[src/rtl/bytelane_csr_bank.sv]
module bytelane_csr_bank #(
  parameter int          ADDR_W        = 8,
  parameter int          SCRATCH_BYTES = 4,
  parameter int          SCRATCH_OFF   = 4,
  parameter logic [31:0] SCRATCH_INIT  = 32'h1234_5678
) (
  input  logic              clk,
  input  logic              rst_n,
  input  logic [ADDR_W-1:0] addr,
  input  logic              wr_en,
  input  logic [31:0]       wr_data,
  input  logic              rd_en,
  output logic [31:0]       rd_data
);
  localparam int IDX_W  = ADDR_W - 2;
  localparam int SCR_W  = 8 * SCRATCH_BYTES;
  localparam int BASE_W = SCRATCH_OFF / 4;

  logic [IDX_W-1:0]         word_idx;
  logic                     aligned;
  logic                     ctrl_sel;
  logic                     soft_rst;
  logic [SCRATCH_BYTES-1:0] byte_sel;
  logic [SCR_W-1:0]         scratch_q;
  logic [SCR_W-1:0]         init_val;
  logic [7:0]               rd_byte;

  assign word_idx = addr[ADDR_W-1:2];
  assign aligned  = (addr[1:0] == 2'b00);
  assign ctrl_sel = aligned && (word_idx == '0);
  assign soft_rst = wr_en && ctrl_sel && wr_data[0];
  assign init_val = SCR_W'(SCRATCH_INIT);

  for (genvar i = 0; i < SCRATCH_BYTES; i++) begin : g_lane
    localparam int LSB = 8 * (SCRATCH_BYTES - 1 - i);
    assign byte_sel[i] = aligned && (word_idx == IDX_W'(BASE_W + i));
    always_ff @(posedge clk) begin
      if (!rst_n || soft_rst)
        scratch_q[LSB +: 8] <= init_val[LSB +: 8];
      else if (wr_en && byte_sel[i])
        scratch_q[LSB +: 8] <= wr_data[7:0];
    end
  end

  always_comb begin
    rd_byte = 8'h00;
    for (int i = 0; i < SCRATCH_BYTES; i++)
      if (byte_sel[i]) rd_byte = scratch_q[8*(SCRATCH_BYTES-1-i) +: 8];
  end

  always_ff @(posedge clk) begin
    if (!rst_n)     rd_data <= '0;
    else if (rd_en) rd_data <= {24'h0, rd_byte};
    else            rd_data <= '0;
  end
endmodule


[config.mk]
export PLATFORM = sky130hd
export DESIGN_NAME = bytelane_csr_bank
export DESIGN_NICKNAME = d
export VERILOG_FILES = /design/src/rtl/bytelane_csr_bank.sv
export SDC_FILE = /design/constraint.sdc
export NUM_CORES = 1
export LEC_CHECK = 0
export ABC_CLOCK_PERIOD_IN_PS = 2710
export CAP_MARGIN = 15
export CORE_UTILIZATION = 47
export CTS_CLUSTER_DIAMETER = 60
export DETAILED_ROUTE_END_ITERATION = 6
export GPL_TIMING_DRIVEN = 0
export PLACE_DENSITY = 0.95
export SLEW_MARGIN = 10
export SYNTH_ARGS = -nofsm -noshare
export SYNTH_HDL_FRONTEND = slang
export SYNTH_SLANG_ARGS = --single-unit
[constraint.sdc]
create_clock -name clk -period 2.71 [get_ports clk]
set_clock_uncertainty 0.05 [all_clocks]
set_input_delay 0.271 -clock clk [delete_from_list [all_inputs] [get_ports clk]]
set_output_delay 0.271 -clock clk [all_outputs]
set_load 0.01 [all_outputs]
After elaboration in Yosys (flattened, before gate mapping):

Index checks and enable logic that the tools add are counted.

* add/subtract/negate cells: 0
* $mul: 0
* div/mod/pow operators: 0
* order comparisons: 0
* eq/ne operators: 4
* shift operators: 0
* muxes and demuxes: 4
* bitwise logic cells: 0
* reductions and logical operators: 16

Operator list (number)
* $mux 8: 4
* $eq 6x2->1 const B: 2
* $logic_and 1x1->1: 11
* $eq 6x1->1 const B: 1
* $eq 6x3->1 const B: 1
* $logic_not 6->1: 1
* $logic_not 2->1: 1
* $reduce_and 2->1: 1
* $logic_not 1->1: 1
* $logic_or 1x1->1: 1

* register bits: 64
* latch bits: 0
* bits in writable memories: 0
* memory bits (read-only): 0
* bits of input ports: 44
* output and inout port bits: 32
* memories: 0

Longest topological paths before layout:

Gate-level depths: netlist (run 1).

* word-level depth: 6
* depth in mapped cells: 6
* mapped depth without buffers: 4

Worst setup path after synthesis (run 1):

Ideal clock, no wire load.

* kind: in2reg
* from: input addr[4]
* to: register scratch_q[19]
* setup time: 0.115 ns
* arrival time: 1.331 ns
* required time: 2.545 ns
* slack: 1.214 ns
* cell stages on the path: 6
* path buffers: 2
* cell sequence: buf_6 -> nor4b_4 -> nand2_1 -> o21ai_4 -> buf_6 -> nor2_1

* longest elaborated chain between the ends: 5
* elaborated cells between the ends (all ways): 8
* those cells by class: 1 x eq/ne; 7 x reduce/logical

RTL lines
* start, declared: line 9 `input logic [ADDR_W-1:0] addr,`
* $logic_not 6->1: line 30 `assign ctrl_sel = aligned && (word_idx == '0);`
* $logic_and 1x1->1: line 30
* $logic_and 1x1->1 (2 in a row): line 31 `assign soft_rst = wr_en && ctrl_sel && wr_data[0];`
* $logic_or 1x1->1: line 38 `if (!rst_n || soft_rst)`
* end signal, assigned by index: line 39 `scratch_q[LSB +: 8] <= init_val[LSB +: 8];`
* end signal, assigned by index: line 41 `scratch_q[LSB +: 8] <= wr_data[7:0];`
* end, declared: line 24 `logic [SCR_W-1:0] scratch_q;`

Several ways; a longest one is shown, not always the timed one.
A chain may end at the register's enable or synchronous reset.

Final worst setup path (run 1):

* from: input addr[2]
* to: register scratch_q[9]

The elaborated chain is that of the path after synthesis.

==> flow_summary.json, run 1 <==
{
  "status": "completed",
  "rsz0062_at_grt": "false",
  "synth_compound_area_share_pct": 9.03,
  "critical_path.cell_chain": "clkdlybuf4s50_1 -> clkbuf_1 -> and4_1 -> buf_6 -> mux2i_1 -> nand2_1",
  "hold_viol": 0,
  "grt_pass1_vias": 1443,
  "synth_xor_area_share_pct": 0,
  "root_buffer": "clkbuf_8",
  "drive_gt1_share_pct": 25.4,
  "tightestPinTransition_ns": 0.549,
  "synth_top_family_by_area": "multiplexers",
  "grt.total_usage_pct": 21.6,
  "numClockSinks": 40,
  "diodes": 0,
  "setup_viol": 0,
  "postCtsHoldBufs": 0,
  "fp.dieW_um": 66.0,
  "maxSlewViolCount": 0,
  "num_io_pins": 76,
  "finalSetupTns_ns": 0,
  "synthMuxAreaShare_pct": 21.3,
  "via_per_inst": 4.97,
  "clk_path_buf_depth": 2,
  "drtIter0Drc": 123,
  "cts_buffers": 5,
  "nets": 287,
  "io_buffers": 26,
  "post_cts_resized": 0,
  "cts_tree": "done",
  "crit_family": "buffers and inverters",
  "placed_cell_area_mm2": 0.00233,
  "die_y_um": 66.0,
  "gp_congestion": 0.787,
  "grt_max_degree": 14,
  "end_kind": "flop",
  "grt_pass1_wl_mm": 6.87,
  "fin_util_pct": 64.0,
  "max_cap_viol_count": 0,
  "post-cts-setup-buffers": 0,
  "p_leak_uw": 0.00115,
  "critPathBufInv": 3,
  "synth_area_mm2": 0.00193,
  "dp_hpwl_mm": 2.84,
  "yosysWarnings": 0,
  "cp.arrival_ns": 2.07,
  "slew_headroom_pct": 63.4,
  "ir_drop_mv": 0.238,
  "path_max_fanout": 10,
  "htreeDepth": 2,
  "vias": 1451,
  "critPathSlowestCell": "clkdlybuf4s50_1",
  "fin_total_pwr_uw": 1140,
  "clk_pin_slew_ns": 0.08,
  "ant_nets": 0,
  "required_ns": 2.85,
  "wl_mm": 4.15,
  "finalCritPeriodShare_pct": 71.5,
  "startpoint_type": "input port",
  "syn2layout_area_growth_pct": 26.2,
  "synth_cells": 187,
  "yosys_register_bits": 40,
  "syn_avg_cell_area_um2": 10.3,
  "synth.distinct_cells": 24,
  "synth_adder_area_share_pct": 0,
  "period_needed_ns": 1.94,
  "grt-ovfl-total": 0,
  "initial_core_util_pct": 50.7,
  "seq_area_frac_synth_pct": 41.6,
  "max_freq_mhz": 516,
  "final_cell_area_mm2": 0.00243,
  "crit_type": "in -> reg",
  "hold_path.class": "in -> reg",
  "firstDrtPassIters": 4,
  "core_mm2": 0.00380,
  "powerDensity_mw_per_mm2": 470,
  "synthSimpleGateAreaFrac_pct": 15.3,
  "wl_per_cell_um": 14.2,
  "antenna_found_initial": 0,
  "clock_latency_ns": 0.30,
  "slowest_delay_ns": 0.58,
  "drc_errors": 0,
  "die_area_mm2": 0.00436,
  "rows": 22
}
## power by group
group          switching (uW)  leakage (uW)  internal (uW)
logic                    64.5      0.000784           64.6
registers               0.351      0.000323            588
clock network             220     0.0000434            206
total                     284       0.00115            859
## metrics by stage
step                hold WS [ns]  setup WS [ns]  cells
floorplan                  0.345           1.21    210
global placement           0.401          0.547    284
detailed placement         0.405          0.469    284
CTS                        0.351          0.790    292
global route               0.366          0.686    292
finish                     0.354          0.772    292
## logic make-up (layout without fill, tap and decap cells)
logic type	count (synthesis)	after routing
buffers and inverters	33	67
DFF	40	40
and+or+nand+nor	55	55
other	1	24
muxes	40	40
AOI/OAI and AO/OA	18	18
## per-layer routing
layer / vias up / GRT usage (%) / routed length, um
met4: 0 / 11.4 / 98
met3: 10 / 6.72 / 267
li1: 712 / - / -
met5: - / 0 / 0
met2: 58 / 34.9 / 2070
met1: 671 / 25.3 / 1720
## layout by cell type (no fill, tap or decap)
cell              n
conb_1           24
and3_1            1
nor3b_4           1
nand4_4           1
nand3_2           1
clkinvlp_4        2
and2_1            1
o21ai_4           1
o221a_2           8
o21a_1            1
a22oi_1           8
nand2_1          16
clkdlybuf4s50_1  26
nand4b_1          1
and4_1            1
mux2_2            8
buf_4            24
buf_6             3
buf_2             5
nor4b_4           1
mux2i_1          32
dfxtp_1          40
nor2b_1           1
nor2_1           29
clkbuf_8          6
nor3_4            1
clkbuf_1          1
## worst reg2reg max path, cell delays in order (launching register included)
cell,delay (ns)
dfxtp_1,0.32
mux2_2,0.26
a22oi_1,0.16
nor2_1,0.06
o221a_2,0.25
## Yosys cell counts
master / n / area share, %
buf_4: 24 / 9.4
buf_2: 5 / 1.3
and2_1: 1 / 0.32
o221a_2: 8 / 4.7
nand4b_1: 1 / 0.45
o21a_1: 1 / 0.39
and3_1: 1 / 0.32
o21ai_4: 1 / 0.84
nor4b_4: 1 / 1.2
a22oi_1: 8 / 3.1
nand4_4: 1 / 1.1
nand2_1: 16 / 3.1
mux2i_1: 32 / 17
dfxtp_1: 40 / 42
clkbuf_1: 1 / 0.19
mux2_2: 8 / 4.7
nor3_4: 1 / 0.84
buf_6: 3 / 1.8
nor2b_1: 1 / 0.32
nand3_2: 1 / 0.52
nor3b_4: 1 / 0.97
and4_1: 1 / 0.45
nor2_1: 29 / 5.6
conb_1: 1 / 0.19
## area by class of cell
cell class / count / area (um^2)
Clock buffer: 6 / 82.6
Fill cell: 317 / 1370
Buffer: 33 / 243
Multi-Input combinational cell: 137 / 970
Timing Repair Buffer: 26 / 260
Tap cell: 48 / 60.1
Clock inverter: 2 / 15.0
Sequential cell: 40 / 801
## flip-flops by register name, summed over array words and instances, names as in the netlist
signal     count
scratch_q     32
rd_data        8
## worst paths after layout
check / startpoint / endpoint / slack (ns) / cells past startpoint
worst max-delay path: addr[2] / scratch_q[9] / 0.77 / 6
worst min-delay path: addr[4] / rd_data[6] / 0.35 / 3
worst min register to register: scratch_q[12] / scratch_q[12] / 0.43 / 2
worst max register to register: scratch_q[10] / rd_data[2] / 1.51 / 4
Note: power is estimated with default switching activity, not from simulation.
==> inputs of run 2 (changes only) <==
ABC_CLOCK_PERIOD_IN_PS = 1600   (was 2710)
CORE_UTILIZATION = 39   (was 47)
PLACE_DENSITY = 0.88   (was 0.95)
clock period = 1.6 ns   (was 2.71 ns; I/O delays follow)
==> run 2 against run 1 <==
Net effect:
- sequential power is 70% higher
- register-to-register slack worse by 1.1 ns
- total power increased by 61%
- first-iteration DRC count is 3.3% higher
- wire length is 0.24% higher
- count of clock-buffer cells in the layout did not move
- clock power is 45% higher
- non-clock buffer count increased by 6
- via count grew 3.4%
- hold slack got worse by 0.096 ns
- global-route usage is 4.8 points lower
- die area up 20%
- critical endpoint is now scratch_q[20]
==> flow_summary.json, run 2 (synthesis gave the netlist of run 1 again) <==
{
  "p_leak_uw": 0.00122,
  "htreeDepth": 2,
  "setup_viol": 0,
  "max_freq_mhz": 641,
  "antenna_found_initial": 0,
  "postCtsHoldBufs": 0,
  "period_needed_ns": 1.56,
  "clock_latency_ns": 0.29,
  "die_y_um": 72.3,
  "die_area_mm2": 0.00523,
  "grt_max_degree": 12,
  "nets": 293,
  "grt.total_usage_pct": 16.8,
  "fin_util_pct": 53.0,
  "top_register": "scratch_q",
  "setup_ws_ns": 0.0397,
  "grt_pass1_wl_mm": 6.58,
  "wl_per_cell_um": 13.2,
  "max_cap_viol_count": 0,
  "place_ws_ns": -0.479,
  "firstDrtPassIters": 4,
  "numClockSinks": 40,
  "clk_pin_slew_ns": 0.07,
  "holdPathEnd": "rd_data[7]",
  "hold_viol": 0,
  "vias": 1501,
  "worstHoldStart": "addr[4]",
  "ant_nets": 0,
  "hold_path.class": "in -> reg",
  "rows": 25,
  "fp.dieW_um": 72.3,
  "layout_commonest_cell": "dfxtp_1",
  "cp-startpoint": "addr[2]",
  "status": "completed",
  "startpoint_type": "input port",
  "drtIter0Drc": 127,
  "io_buffers": 26,
  "reg2reg_slack_ns": 0.42,
  "syn2layout_area_growth_pct": 29.9,
  "num_io_pins": 76,
  "rsz0062_at_grt": "true",
  "finalCritPeriodShare_pct": 97.5,
  "clk_path_buf_depth": 2,
  "final_cell_mix": "dfxtp_1 (40), mux2i_1 (32), buf_4 (30)",
  "worstHoldPathCells": 3,
  "reg2reg_from": "scratch_q[14]",
  "ir_drop_mv": 0.307,
  "grt-ovfl-total": 0,
  "r2r-end": "rd_data[6]",
  "cts_buffers": 5,
  "crit_type": "in -> reg",
  "largest_reg_flops": 32,
  "cts_tree": "done",
  "root_buffer": "clkbuf_8",
  "initial_core_util_pct": 40.8,
  "fillers": 392,
  "grt_pass1_vias": 1409,
  "core_mm2": 0.00472,
  "ff2ff_path_depth": 4,
  "via_per_inst": 4.75,
  "fin_total_pwr_uw": 1840,
  "maxSlewViolCount": 0,
  "end_kind": "flop",
  "path_max_fanout": 9,
  "gp_congestion": 0.775,
  "reg_top3": "scratch_q x32, rd_data x8",
  "drc_errors": 0,
  "diodes": 0,
  "finalSetupTns_ns": 0,
  "drive_gt1_share_pct": 27.3,
  "powerDensity_mw_per_mm2": 737,
  "wl_mm": 4.16,
  "required_ns": 1.73,
  "dp_hpwl_mm": 2.84,
  "cp.arrival_ns": 1.69
}
## run 2: cell count changes in the layout (fill, tap and decap cells not counted), sizes merged, moves of 2 or more
cell           before  now
dlymetal6s2s        0    4
clkdlybuf4s50      26   21
buf                32   37
clkinvlp            2    0
## run 2: worst max-delay path, cell delays in order
cell             delay (ns)
clkdlybuf4s50_1        0.50
nor2b_1                0.14
buf_2                  0.24
nand3_2                0.33
mux2i_1                0.24
nand2_1                0.07
## run 2: per-stage QoR
| step | instances | hold slack [ns] | instance area (um^2) |
|---|---|---|---|
| 6_report | 316 | 0.258 | 2500 |
| 5_1_grt | 316 | 0.260 | 2500 |
| 3_5_place_dp | 303 | 0.406 | 2360 |
| 4_1_cts | 316 | 0.254 | 2490 |
| 2_1_floorplan | 210 | 0.234 | 2010 |
| 3_3_place_gp | 303 | 0.399 | 2360 |
## run 2: repair_timing
item                       CTS  global route
gates resized for setup      4             8
buffers inserted             6             0
pin swaps                    3             3
setup endpoints to repair   40            26
## run 2: area by class of cell
type                    count  area, um^2  share of cell area, %
clock buffers               6        72.6                   2.90
clock inverters             1        5.00                  0.200
repair buffers             32         314                   12.5
multi-input cells         137         972                   38.8
well taps                  67        83.8                   3.35
flip-flops and latches     40         801                   32.0
plain buffers              33         255                   10.2
## run 2: worst max-delay path by stage
stage	depth (start not counted)	endpoint	slack [ns]
floorplan	6	scratch_q[19]	0.22
global placement	6	scratch_q[9]	-0.46
detailed placement	4	rd_data[4]	-0.48
CTS	6	scratch_q[9]	0.006
global route	6	scratch_q[18]	-0.02
finish	6	scratch_q[20]	0.04
## run 2: per-layer routing
metal  vias up  routed length [um]  GRT usage (%)
met5         -                   0              0
met4         0                 143           8.93
met3        13                 213           3.75
met2        56                2100           28.3
met1       705                1710           19.9
li1        727                   -              -
## run 2: report_power, final
group          switching (uW)  internal, uW
sequential              0.591           996
clock                     322           296
combinational             113           117
==> inputs of run 3 (changes only) <==
SLEW_MARGIN = unset   (was 10)
==> results of run 3 <==
No change in the layout: final DEF, timing and power equal those of run 2.
